<file path="src/rtl/hs_pkg.sv">
package hs_pkg;
  localparam int unsigned NUM_FLT = 3;
  localparam int unsigned FLT_OV  = 0;
  localparam int unsigned FLT_UV  = 1;
  localparam int unsigned FLT_OC  = 2;

  // Hold-off decision for one fault kind.
  // Voltage faults: retry picks live status, otherwise the sticky bit.
  // Overcurrent: retry lets the cool-down timer pace restarts, so only the
  // sticky bit with retry off blocks here.
  function automatic logic fault_holds(input logic is_oc, input logic retry,
                                       input logic live, input logic sticky);
    if (is_oc) return (!retry) && sticky;
    return retry ? live : sticky;
  endfunction
endpackage

</file>
<file path="src/rtl/hs_holdoff.sv">
module hs_holdoff #(
  parameter int unsigned NF = hs_pkg::NUM_FLT
) (
  input  logic [NF-1:0] live,
  input  logic [NF-1:0] sticky,
  input  logic [NF-1:0] retry,
  output logic [NF-1:0] hold_vec
);
  for (genvar g = 0; g < NF; g++) begin : g_flt
    localparam logic IS_OC = (g == hs_pkg::FLT_OC);
    assign hold_vec[g] = hs_pkg::fault_holds(IS_OC, retry[g], live[g], sticky[g]);
  end
endmodule

</file>
<file path="src/rtl/hs_cooldown.sv">
module hs_cooldown #(
  parameter int unsigned COOL_CYCLES = 16
) (
  input  logic clk,
  input  logic rst_n,
  input  logic start,
  output logic busy
);
  localparam int unsigned CW = $clog2(COOL_CYCLES + 1);
  localparam logic [CW-1:0] LOAD = CW'(COOL_CYCLES);

  logic [CW-1:0] cnt_q;

  always_ff @(posedge clk or negedge rst_n) begin
    if (!rst_n)              cnt_q <= '0;
    else if (start)          cnt_q <= LOAD;
    else if (cnt_q != '0)    cnt_q <= cnt_q - 1'b1;
  end

  assign busy = (cnt_q != '0);
endmodule

</file>
<file path="src/rtl/hs_gate_ctrl.sv">
module hs_gate_ctrl (
  input  logic clk,
  input  logic rst_n,
  input  logic on_req,
  input  logic hold_any,
  input  logic cooling,
  input  logic oc_live,
  output logic trip_evt,
  output logic sw_en,
  output logic oc_set_req
);
  logic sw_d;

  assign trip_evt = sw_en & oc_live;
  assign sw_d     = on_req & ~hold_any & ~cooling & ~trip_evt;

  always_ff @(posedge clk or negedge rst_n) begin
    if (!rst_n) begin
      sw_en      <= 1'b0;
      oc_set_req <= 1'b0;
    end else begin
      sw_en      <= sw_d;
      oc_set_req <= trip_evt;
    end
  end
endmodule

</file>
<file path="src/rtl/hs_switch_ctrl.sv">
module hs_switch_ctrl #(
  parameter int unsigned COOL_CYCLES = 16
) (
  input  logic       clk,
  input  logic       rst_n,
  input  logic       on_req,
  input  logic [2:0] live_stat,
  input  logic [2:0] fault_bits,
  input  logic [2:0] retry_en,
  output logic       sw_en,
  output logic       oc_set_req,
  output logic       cool_busy
);
  localparam int unsigned NF = hs_pkg::NUM_FLT;

  logic [NF-1:0] hold_vec;
  logic          hold_any;
  logic          trip_evt;

  hs_holdoff #(.NF(NF)) u_hold (
    .live     (live_stat),
    .sticky   (fault_bits),
    .retry    (retry_en),
    .hold_vec (hold_vec)
  );

  assign hold_any = |hold_vec;

  hs_cooldown #(.COOL_CYCLES(COOL_CYCLES)) u_cool (
    .clk   (clk),
    .rst_n (rst_n),
    .start (trip_evt),
    .busy  (cool_busy)
  );

  hs_gate_ctrl u_gate (
    .clk        (clk),
    .rst_n      (rst_n),
    .on_req     (on_req),
    .hold_any   (hold_any),
    .cooling    (cool_busy),
    .oc_live    (live_stat[hs_pkg::FLT_OC]),
    .trip_evt   (trip_evt),
    .sw_en      (sw_en),
    .oc_set_req (oc_set_req)
  );
endmodule

</file>
<file path="config.mk">
export PLATFORM = sky130hd
export DESIGN_NAME = hs_switch_ctrl
export DESIGN_NICKNAME = d
export VERILOG_FILES = /design/src/rtl/hs_pkg.sv /design/src/rtl/hs_holdoff.sv /design/src/rtl/hs_cooldown.sv /design/src/rtl/hs_gate_ctrl.sv /design/src/rtl/hs_switch_ctrl.sv
export SDC_FILE = /design/constraint.sdc
export NUM_CORES = 1
export LEC_CHECK = 0
export CAP_MARGIN = 0
export CORE_AREA = 2 2 39 41
export DETAILED_ROUTE_END_ITERATION = 12
export DIE_AREA = 0 0 41 43
export HOLD_SLACK_MARGIN = 0.1
export PLACE_DENSITY = 0.57
export SETUP_SLACK_MARGIN = 0.05
export SLEW_MARGIN = 20
export SYNTH_ARGS = -nofsm -noshare
export SYNTH_HDL_FRONTEND = slang
export SYNTH_SLANG_ARGS = --single-unit
</file>
<file path="constraint.sdc">
create_clock -name clk -period 4.6 [get_ports clk]
set_input_delay 1.38 -clock clk [delete_from_list [all_inputs] [get_ports clk]]
set_output_delay 1.38 -clock clk [all_outputs]
set_load 0.02 [all_outputs]
</file>
==> results of run 1 <==
[state kept, by name (all words and copies together) (netlist names)]
register and flops:
u_cool.cnt_q 5, u_gate.oc_set_req 1, u_gate.sw_en 1
[power by group]
part | internal, uW | switching (uW)
Sequential | 84.1 | 17.7
Clock | 33.1 | 22.3
Combinational | 66.6 | 47.2
Total | 184 | 87.2
[cell type report]
type | count | area (um^2)
clock buffer | 4 | 26.28
fill | 138 | 830.8
tap | 16 | 20.02
sequential | 7 | 175.2
multi-input combinational | 22 | 180.2
timing repair buffer | 14 | 140.1
inverter | 3 | 11.26
[per-layer routing]
layer / vias up / GRT usage, %
met5: - / 0
met4: 0 / 8.000
met3: 3 / 4.712
met2: 8 / 15.63
met1: 139 / 10.00
li1: 148 / -
[cell usage after synthesis (all sizes together)]
cell,number,share of area (%)
a211oi,1,3.3
or2b,3,5.9
a21o,1,2.0
o21ai,1,1.3
nand2,1,0.98
xnor2,1,2.3
nand3b,2,3.9
nor2,2,2.0
clkbuf,1,0.98
and2,1,1.6
or4b,1,3.6
or3b,1,2.3
mux2i,2,5.2
nor4,1,5.6
inv,3,3.0
nor3,1,1.3
ha,1,3.3
dfrtp,7,46
buf,1,3.0
a21oi,2,2.6
[cells by family (layout without fill, tap and decap cells)]
logic type / count (synthesis) / in the layout / share of synthesized area [%]
simple gates: 13 / 13 / 27.21
compound gates: 5 / 5 / 9.179
flops: 7 / 7 / 45.90
mux: 2 / 2 / 5.246
xor+xnor: 1 / 1 / 2.296
buf+inv: 5 / 21 / 6.884
fa+ha+maj: 1 / 1 / 3.278
[final timing paths]
kind / end / start / depth (start not counted)
max in group asynchronous: u_cool.cnt_q[1] / rst_n / 1
setup / recovery: cool_busy / u_cool.cnt_q[0] / 4
setup reg to reg: u_cool.cnt_q[0] / u_cool.cnt_q[0] / 5
hold reg to reg: u_cool.cnt_q[4] / u_cool.cnt_q[4] / 1
hold / removal: u_cool.cnt_q[4] / u_cool.cnt_q[4] / 1
min in group asynchronous: u_gate.sw_en / rst_n / 1
[per-stage QoR]
| step | hold slack, ns | cells | utilization, % |
|---|---|---|---|
| after detailed placement | 0.5007 | 62 | 38.07 |
| after global routing | 0.5529 | 66 | 39.96 |
| after global placement | 0.4995 | 62 | 38.07 |
| final | 0.5102 | 66 | 39.96 |
| after floorplan | 0.4687 | 34 | - |
| after CTS | 0.5112 | 66 | 39.96 |
[layout by cell type (no fill, tap or decap)]
cell              n
dfrtp_1           7
a21oi_1           2
nor2_1            2
or2b_1            3
nand3b_1          2
nor4_4            1
xnor2_1           1
nand2_1           1
ha_1              1
or4b_4            1
mux2i_1           2
a21o_1            1
clkdlybuf4s50_1  14
inv_1             3
nor3_1            1
a211oi_2          1
o21ai_0           1
and2_1            1
clkbuf_1          1
or3b_2            1
clkbuf_4          3
==> flow_metrics.tcl, run 1 <==
set metrics [dict create \
    fin_ws_ns 1.217 \
    finalNetCount 64 \
    clock_latency_ns 0.26 \
    core_area_um2 1384 \
    worst_ep_arrival_time_ns 2.00 \
    hold_viol_final 0 \
    cts_hold_buf 0 \
    period_needed_ns 3.383 \
    critPathBufInv 2 \
    clk_pin_slew_worst_paths_ns 0.05 \
    worst-path-max-fanout 6 \
    clock-sinks 7 \
    clockRootBuffer "clkbuf_4" \
    numCtsBuffers 3 \
    power.density_nw_per_um2 490.0 \
    synth_warnings 0 \
    ant_nets 0 \
    postCtsSetupRepairBufs 0 \
    place_hpwl_um 557.5 \
    leakage_uw 0.0002466 \
    wl_met1_um 268 \
    dr_wl_met2_um 348 \
    met3_length_um 46 \
    n_antenna_cell 0 \
    grt_usage_pct 10.25 \
    cp_slowest_cell "clkdlybuf4s50_1" \
    r2r_slack_ns 3.07 \
    drtIter0Drc 2 \
    grt_overflow_total 0 \
    drt_wl_total_um 683 \
    cts_tree "done" \
    crit_family "buffers and inverters" \
    grt_max_degree 8 \
    cp.required_ns 3.22 \
    setup_violations 0 \
    start_util_pct 27.58 \
    peakVddDrop_uv 298.4 \
    vias 298 \
    htreeDepth 1 \
    floorplan.rows 14 \
    syn_area_per_cell_um2 11.22 \
    cts_max_path_buffers 2 \
    drive_above_1_share_pct 14.00 \
    synth_cell_type_count 20 \
    critPathLaunchType "register" \
    grt_antenna_before_repair 0 \
    postLayoutCellArea_um2 553.0 \
    io_buffers 14 \
    tightest_slew_ns 0.3454 \
    max_stage_delay_ns 0.56 \
    status "finished, final reports clean" \
    fp.dieH_um 43 \
    wire_per_inst_um 10.35 \
    area_growth_pct 44.92 \
    grt_pass1_wl_mm 1.152 \
    dr.pass1.iters 3 \
    grt_pass1_vias 283 \
    finalCritPeriodShare_pct 73.54 \
    relSlewSlack_pct 76.73 \
    drv_slew 0 \
    post_cts_resized 0 \
    syn_inst 34 \
    yosysSeqAreaShare_pct 45.90 \
    place_area_um2 526.8 \
    synth_seq_cells 7 \
    dr.max_layer_used "met4" \
    worstSetupEndpointType "output pin" \
    viasPerCell 4.515 \
    hold_class "reg -> reg" \
    cap_violations 0 \
    grt_setup_unrepaired "false" \
    fp.dieW_um 41 \
    path_cells "inv_1, ha_1, or4b_4, clkdlybuf4s50_1" \
    synth_nets 47 \
    finalClockSkew_ns 0.004438 \
    p_total_uw 271.0 \
    drc 0 \
    gp_congestion 0.6027 \
    dp_slack_ns 1.473 \
    setup_tns_ns 0 \
    criticalPathCategory "reg -> out" \
    pin_count 15 \
    synth_area_um2 381.6 \
    dieArea_um2 1763 \
    clock.fmax_ghz 0.2956 \
]
(Power assumes the default switching activity.)
==> inputs of run 2 (changes only) <==
clock period = 3.3 ns   (was 4.6 ns; I/O delays follow)
==> results of run 2 <==
The final DEF is identical to that of run 1. Status: finished, final reports clean.
Among the figures that moved: final weighted congestion in routability-driven placement 0.6027 -> 0.6030; setup slack after placement 1.473 ns -> 0.5633 ns; setup slack after layout 1.217 ns -> 0.3070 ns; register-to-register setup slack 3.07 ns -> 1.77 ns; total power 271.0 uW -> 377.8 uW; worst IR drop on VDD 298.4 uV -> 415.9 uV
